## config.mk

```make
export PLATFORM = sky130hd
export DESIGN_NAME = spec_load_table
export DESIGN_NICKNAME = d
export VERILOG_FILES = /design/src/rtl/spec_load_table.sv
export SDC_FILE = /design/constraint.sdc
export NUM_CORES = 1
export LEC_CHECK = 0
export BUFFER_PORTS_ARGS = -buffer_cell sky130_fd_sc_hd__buf_4
export CELL_PAD_IN_SITES_DETAIL_PLACEMENT = 1
export CELL_PAD_IN_SITES_GLOBAL_PLACEMENT = 1
export CORE_ASPECT_RATIO = 0.75
export CORE_MARGIN = 3
export CORE_UTILIZATION = 53
export CTS_BUF_LIST = sky130_fd_sc_hd__clkbuf_4 sky130_fd_sc_hd__clkbuf_8
export DETAILED_ROUTE_END_ITERATION = 8
export PLACE_DENSITY = 0.78
export SLEW_MARGIN = 10
export SYNTH_ARGS = -nofsm -noshare
export SYNTH_HDL_FRONTEND = slang
export SYNTH_SLANG_ARGS = --single-unit
export TNS_END_PERCENT = 50
```

## constraint.sdc

```tcl
create_clock -name clk -period 5.4 [get_ports clk]
set_input_delay 0.81 -clock clk [delete_from_list [all_inputs] [get_ports clk]]
set_output_delay 0.81 -clock clk [all_outputs]
set_load 0.03 [all_outputs]
```

## src/rtl/spec_load_table.sv

```systemverilog
module spec_load_table #(
  parameter int ENTRIES = 8,
  parameter int TAG_W   = 5,
  parameter int ADDR_W  = 32,
  parameter int OFS_W   = 2
) (
  input  logic              clk,
  input  logic              rst_n,
  input  logic              ins_valid,
  input  logic [TAG_W-1:0]  ins_tag,
  input  logic [ADDR_W-1:0] ins_addr,
  input  logic              st_valid,
  input  logic [ADDR_W-1:0] st_addr,
  input  logic              chk_valid,
  input  logic [TAG_W-1:0]  chk_tag,
  output logic              resp_valid,
  output logic              resp_replay
);
  localparam int WORD_W = ADDR_W - OFS_W;
  localparam int IDX_W  = $clog2(ENTRIES);

  logic [ENTRIES-1:0]             ent_vld;
  logic [ENTRIES-1:0][TAG_W-1:0]  ent_tag;
  logic [ENTRIES-1:0][WORD_W-1:0] ent_word;
  logic [IDX_W-1:0]               rr_ptr;

  wire [WORD_W-1:0] st_word  = st_addr[ADDR_W-1:OFS_W];
  wire [WORD_W-1:0] ins_word = ins_addr[ADDR_W-1:OFS_W];

  logic [ENTRIES-1:0] st_hit, chk_hit, vld_mid, ins_hit;

  for (genvar i = 0; i < ENTRIES; i++) begin : g_ent
    assign st_hit[i]  = st_valid && ent_vld[i] && (ent_word[i] == st_word);
    assign chk_hit[i] = chk_valid && ent_vld[i] && !st_hit[i] && (ent_tag[i] == chk_tag);
    assign vld_mid[i] = ent_vld[i] && !st_hit[i] && !chk_hit[i];
    assign ins_hit[i] = vld_mid[i] && (ent_tag[i] == ins_tag);
  end

  logic [IDX_W-1:0] ins_idx;
  logic             use_rr;

  always_comb begin
    ins_idx = rr_ptr;
    use_rr  = 1'b1;
    for (int i = ENTRIES - 1; i >= 0; i--) begin
      if (!vld_mid[i]) begin
        ins_idx = IDX_W'(i);
        use_rr  = 1'b0;
      end
    end
    for (int i = 0; i < ENTRIES; i++) begin
      if (ins_hit[i]) begin
        ins_idx = IDX_W'(i);
        use_rr  = 1'b0;
      end
    end
  end

  wire [IDX_W-1:0] rr_next = (rr_ptr == IDX_W'(ENTRIES - 1)) ? '0 : rr_ptr + 1'b1;

  always_ff @(posedge clk) begin
    if (!rst_n) begin
      ent_vld     <= '0;
      rr_ptr      <= '0;
      resp_valid  <= 1'b0;
      resp_replay <= 1'b0;
    end else begin
      ent_vld <= vld_mid;
      if (ins_valid) begin
        ent_vld[ins_idx] <= 1'b1;
        if (use_rr) rr_ptr <= rr_next;
      end
      resp_valid  <= chk_valid;
      resp_replay <= chk_valid && !(|chk_hit);
    end
  end

  always_ff @(posedge clk) begin
    if (ins_valid) begin
      ent_tag[ins_idx]  <= ins_tag;
      ent_word[ins_idx] <= ins_word;
    end
  end
endmodule

```

# Word level (Yosys, flattened, before mapping)

Cells that the tools add are included.

$add $sub $neg: 1
Multipliers: 0
Div/mod/pow operators: 0
Order comparisons: 2
Eq/ne operators: 25
Shift operators: 0
Muxes and demuxes: 42
Bitwise logic cells: 1
Reductions and logical operators: 85

Operators with widths:

| kind                | number |
|---|---|
| $bwmux 240          | 1 |
| $eq 30x30->1        | 8 |
| $demux 30 s3        | 1 |
| $eq 5x5->1          | 16 |
| $logic_and 1x1->1   | 66 |
| $mux 3              | 17 |
| $bwmux 40           | 1 |
| $mux 30             | 1 |
| $logic_not 1->1     | 17 |
| $mux 1              | 17 |
| $demux 5 s3         | 1 |
| $mux 8              | 1 |
| $or 8x8->8          | 1 |
| $reduce_or 8->1     | 1 |
| $mux 5              | 1 |
| $lt 3x4->1 const B  | 1 |
| $add 3x1->3 const B | 1 |
| $demux 1 s3         | 1 |
| $eq 3x3->1 const B  | 1 |
| $ge 3x1->1 const B  | 1 |
| $reduce_and 2->1    | 1 |

Register bits: 293
Bits in latches: 0
Memory bits (writable): 0
Memory bits (read-only): 0
Input bits: 79
Output and inout port bits: 2
Logic and storage cells: 176
Memories: 0

# Logic depth before layout (Yosys ltp)

Gate-level depths: netlist of the first run.

Depth in word-level cells: 29
Mapped depth: 11
Gate-level depth less buffers: 9

# Least setup slack after synthesis of the first run

OpenSTA, ideal clock, no wires.

Path type: input to register
Start point: input st_addr[11]
End point: register ent_tag[20] (netlist bit) (enable)
Library setup time: 0.427 ns
Arrival time: 4.481 ns
Required time: 4.973 ns
Path slack: 0.492 ns
Stages: 10
Path buffers: 1
Path through: buf_4 > xnor2_1 > nand4_1 > or4_1 > nor4_4 > or2_1 > o221a_2 > o311ai_2 > or3b_1 > nor2_1

RTL lines:

| element                        | line | RTL |
|---|---|---|
| start: declaration             | 13   | `input logic [ADDR_W-1:0] st_addr,` |
| end signal: indexed assignment | 80   | `ent_tag[ins_idx] <= ins_tag;` |
| end: declaration               | 23   | `logic [ENTRIES-1:0][TAG_W-1:0] ent_tag;` |

==> flow_summary_export.csv, run 1 <==
group,metric,value,unit
run_status,status,"finished, final reports clean",
yosys,synth_top_family_by_area,"XOR/XNOR gates",
drt,drc,0,
yosys,yosys.area_share.simple,7.818,%
global_route,grt-ovfl-total,0,
timing,finalCritPeriodShare,75.35,%
setup_path,cp_top_family,"simple AND/OR/NAND/NOR gates",
global_route,gr-usage-all-layers,27.90,%
yosys,synth_most_common_cell,"edfxtp_1",
timing,whs,511.6,ps
clock_network,htreeDepth,2,
clock_network,cts_sinks,293,
yosys,synth_xor_xnor_area_share,21.13,%
setup_path,path_buf_inv,2,
setup_path,crit_slowest_cell,"or4_1",
timing,tns,0,ps
clock_network,clk_latency,550,ps
drt,routed_wl,36910,um
clock_network,cts_resized,0,
timing,worst_pin_slew,884.3,ps
yosys,syn_inst,877,
finish,num_antenna_cells,0,
clock_network,post-cts-setup-buffers,0,
finish,final_area,14980,um2
yosys,synth_edf_count,280,
setup_path,critical_path.cell_chain,"buf_4 -> xnor2_1 -> nand4_1 -> or4_1 -> nor4_4 -> nand3b_1 -> a31oi_1 -> o311ai_2 -> nand3_1 -> nor2_4 -> buf_4",
setup_path,worstSetupPathType,"input pin to register",
yosys,ys.flop_type,"edfxtp_1",
drt,drt-initial-drc-count,969,
setup_path,cp-end-kind,"register",
hold_path,hold_class,"input pin to register",
floorplanning,rows,49,
clock_network,postCtsHoldBufs,0,
setup_path,crit_arrival,4270,ps
timing,setup_violations,0,
timing,fin_skew,20.30,ps
placed_design,gp_congestion,0.8142,
yosys,synth_cell_types,64,
yosys,synth_area_leaders,"edfxtp_1, xnor2_1, xor2_1, nand4_1, buf_6",
drt,routed_via_density,5.871,
pwr,leakagePower,4.844,nW
clock_network,clk_pin_slew,60,ps
clock_network,cts_tree,"done",
timing,hold_violations,0,
timing,period_minus_slack,4069,ps
finish,fill_cells,2299,
yosys,synth_fa_ha_area_share,0.1882,%
yosys,yosysSeqAreaShare,65.18,%
clock_network,cts-root-buf,"clkbuf_8",
timing,slew_headroom,40.83,%
timing,slew_violations,0,
yosys,yosysTopAreaCellShare,63.22,%
setup_path,worst_path_largest_cell_delay,690,ps
floorplanning,die_w,188.9,um
floorplanning,ioPinCount,81,
yosys,async_flop_share,0,%
finish,final_util,61.56,%
setup_path,start_kind,"input pin",
drt,num_vias,7814,
yosys,ys_ff_latch,293,
floorplanning,die_area,27050,um2
global_route,grt_max_degree,36,
yosys,synth_compound_area_share,2.286,%
yosys,ys_warn_count,0,
drt,drt_first_pass_iters,5,
placed_design,io_buffers,76,
setup_path,path_max_fanout,20,
clock_network,numCtsBuffers,46,
yosys,synth_area,13300,um2
yosys,syn_nets,958,
global_route,antenna_found_initial,2,
floorplanning,initial_core_util,54.64,%
setup_path,cp_common_cell,"buf_4",
yosys,avgSynthCellArea,15.16,um2
yosys,muxShareOfSynthArea,0.1505,%
finish,area_growth,12.66,%
run,max_cap_violations,0,
yosys,synth_area_leader_cell,"edfxtp_1",
setup_path,critPathRequiredTime,5600,ps
yosys,synth_common_cells,"edfxtp_1, xnor2_1, xor2_1",
floorplanning,die_y,143.2,um
global_route,grt_pass1_vias,8138,
drt,ant_nets,0,
clock_network,cts_max_path_buffers,3,
finish,final_nets,1050,
pwr,peakVddDrop,0.0002243,V
placed_design,place_area,14120,um2
floorplanning,coreArea,24340,um2
drt,wl_per_cell,27.73,um
timing,max_freq,245.8,MHz
global_route,grt_pass1_wl,54460,um
pwr,powerDensity,337.2,nW/um2
pwr,power,5.052,mW
placed_design,place_hpwl,25920,um
timing,rsz0062_at_grt,"false",
finish,drive_gt1_share,18.20,%
path summary, 6_finish.rpt:
check | from | endpoint | cells past startpoint | slack [ps]
setup / recovery | st_addr[3] | ent_word[234] | 11 | 1330
setup reg to reg | ent_word[53] | ent_tag[9] | 10 | 1390
hold / removal | ins_addr[10] | ent_word[98] | 1 | 510
hold reg to reg | rr_ptr[0] | rr_ptr[0] | 2 | 520
worst reg2reg max path, cell delays in order (launching register included):
cell	delay, ps
edfxtp_1	390
xor2_1	150
nor4_1	460
nand2_1	180
o41ai_2	660
o32ai_1	240
a22oi_1	250
a21oi_1	170
nor2_1	720
nor2_4	240
buf_12	260
cells in the final DEF (no fill, tap or decap), types with 8 or more instances in the layout:
cell type  instances
buf_4             81
clkbuf_4          12
clkbuf_8          48
clkinv_1          12
dfxtp_1           13
edfxtp_1         280
nand2_1           11
nand3_1           22
nand4_1           46
nor2_4             8
nor3_1            11
nor4_1            34
xnor2_1          194
xor2_1           125
power by group:
part / internal (mW) / leakage, nW / total, mW / switching (mW)
combinational: 0.203 / 1.74 / 0.571 / 0.368
sequential: 2.62 / 2.65 / 2.67 / 0.0479
clock: 0.953 / 0.451 / 1.81 / 0.861
state kept, by name, summed over array words and instances (netlist names):
signal       flops
resp_valid       1
resp_replay      1
ent_tag         40
rr_ptr           3
ent_word       240
ent_vld          8
through the flow:
step	worst slack, ps	cells
after CTS	1380	1331
after detailed placement	819.8	1252
after floorplan	491.5	877
after global routing	1124	1331
after global placement	875.4	1252
final	1331	1331
cells by family (layout without fill, tap and decap cells):
group | after synthesis | after routing
multiplexers | 2 | 2
flip-flops | 293 | 293
AO/OA/AOI/OAI | 37 | 37
AND/OR/NAND/NOR | 172 | 172
XOR/XNOR | 320 | 320
adder cells (fa/ha/maj) | 2 | 2
buffers and inverters | 51 | 174
layer usage:
layer	GRT usage, %	up-vias	part of all wire, %
met1	43.03	3974	45
met4	5.327	0	1.2
met3	5.227	38	10
met2	41.89	409	44
met5	0	-	0
li1	-	3393	-
layout make-up:
class,count,area (um2),share of cell area [%]
clock inverters,19,116.4,0.7766
inverters,7,26.28,0.1754
well taps,331,414.1,2.764
repair buffers,88,748.2,4.994
flip-flops and latches,293,8668,57.85
clock buffers,60,750.7,5.010
multi-input cells,533,4259,28.43
(Power assumes the default switching activity.)
==> run 2: changes to the inputs <==
==> constraint.sdc (replaced) <==
create_clock -name clk -period 4 [get_ports clk]
set_input_delay 0.6 -clock clk [delete_from_list [all_inputs] [get_ports clk]]
set_output_delay 0.6 -clock clk [all_outputs]
set_load 0.03 [all_outputs]
==> flow_summary_export.csv, run 2 (synthesis results as in run 1) <==
group,metric,value,unit
run_status,status,"finished, final reports clean",
drt,drc,0,
timing,rsz0062_at_grt,"false",
floorplanning,ioPinCount,81,
finish,final_cells,1393,
floorplanning,die_y,143.2,um
floorplanning,rows,49,
hold_path,hold_class,"input pin to register",
finish,top_register,"ent_word",
setup_path,crit_arrival,4070,ps
global_route,grt_pass1_vias,8315,
timing,slew_headroom,58.35,%
finish,final_common_cell,"edfxtp_1",
finish,final_util,63.65,%
finish,largest_reg_flops,240,
floorplanning,die_area,27050,um2
placed_design,dp_cells,1311,
setup_path,crit_slowest_cell,"or4_1",
global_route,antenna_found_initial,1,
finish,fill_cells,2319,
finish,multi_input_area,4262,um2
timing,worst_pin_slew,619.0,ps
pwr,leakagePower,5.166,nW
global_route,grt_max_degree,36,
finish,top_regs,"ent_word (240), ent_tag (40), ent_vld (8)",
drt,ant_nets,0,
global_route,gr-usage-all-layers,28.27,%
clock_network,post-cts-setup-buffers,0,
placed_design,io_buffers,76,
clock_network,cts_max_path_buffers,3,
clock_network,cts-root-buf,"clkbuf_8",
timing,max_freq,261.6,MHz
clock_network,postCtsHoldBufs,0,
clock_network,cts_sinks,293,
pwr,powerDensity,447.8,nW/um2
placed_design,place_hpwl,27080,um
clock_network,clk_pin_slew,70,ps
drt,wl_per_cell,27.12,um
floorplanning,coreArea,24340,um2
global_route,grt_pass1_wl,55100,um
setup_path,path_max_fanout,21,
timing,period_minus_slack,3822,ps
finish,drive_gt1_share,23.07,%
pwr,peakVddDrop,0.0002698,V
clock_network,cts_resized,0,
placed_design,gp_congestion,0.9175,
setup_path,start_kind,"register",
setup_path,worst_path_largest_cell_delay,680,ps
floorplanning,initial_core_util,54.64,%
finish,num_antenna_cells,0,
clock_network,numCtsBuffers,46,
setup_path,critPathRequiredTime,4240,ps
drt,drt-initial-drc-count,883,
timing,hold_violations,0,
drt,num_vias,8103,
timing,tns,0,ps
run,max_cap_violations,0,
clock_network,cts_tree,"done",
clock_network,clk_latency,560,ps
timing,fin_ws,177.5,ps
drt,routed_wl,37780,um
placed_design,dpl_worst_slack,-165.0,ps
timing,slew_violations,0,
timing,whs,284.1,ps
timing,finalCritPeriodShare,95.56,%
floorplanning,die_w,188.9,um
setup_path,cp-end-kind,"register",
finish,area_growth,16.49,%
finish,register_area,8668,um2
drt,routed_via_density,5.817,
timing,fin_skew,19.26,ps
global_route,grt-ovfl-total,0,
setup_path,worstSetupPathType,"register to register",
finish,layout_common_cells,"edfxtp_1, xnor2_1, buf_4",
drt,drt_first_pass_iters,5,
finish,final_nets,1109,
clock_network,htreeDepth,2,
setup_path,cp_top_family,"simple AND/OR/NAND/NOR gates",
timing,setup_violations,0,
setup_path,path_buf_inv,1,
setup_path,critical_path.cell_chain,"xnor2_1 -> nand4_1 -> or4_1 -> nor4_4 -> or2_1 -> o221a_2 -> o311ai_2 -> or3b_1 -> nor2_4 -> buf_12",
run 2: power breakdown:
part	switching (mW)	leakage [nW]	internal (mW)	total [mW]
clock network	1.20	0.470	1.29	2.49
registers	0.0661	2.65	3.53	3.60
logic	0.516	2.05	0.331	0.847
run 2: path summary, 6_finish.rpt:
check / start / to / slack [ps] / cells past startpoint
worst max register to register: ent_word[61] / ent_word[126] / 180 / 10
worst max-delay path: ent_word[61] / ent_word[126] / 180 / 10
worst min register to register: rr_ptr[0] / rr_ptr[0] / 510 / 2
worst min-delay path: ins_addr[10] / ent_word[68] / 280 / 1
run 2: per-layer routing:
metal / vias to the layer above / routed length [um] / share of wire (%) / global-route usage (%)
li1: 3517 / - / - / -
met1: 4166 / 16810 / 45 / 42.81
met2: 368 / 16710 / 44 / 42.39
met3: 52 / 3519 / 9.3 / 5.865
met4: 0 / 732 / 1.9 / 6.620
met5: - / 0 / 0 / 0
run 2: final cells by class:
type | instances | area share [%]
Inverter | 7 | 0.1696
Clock buffer | 53 | 4.466
Timing Repair Buffer | 147 | 8.012
Clock inverter | 29 | 1.220
Sequential cell | 293 | 55.95
Multi-Input combinational cell | 533 | 27.51
Tap cell | 331 | 2.673
run 2: per-stage QoR:
step | power [mW] | cell area, um2
after floorplan | 4.115 | 13330
after global placement | 4.460 | 14610
after detailed placement | 4.499 | 14610
after CTS | 6.973 | 15490
after global routing | 7.176 | 15490
final | 6.938 | 15490
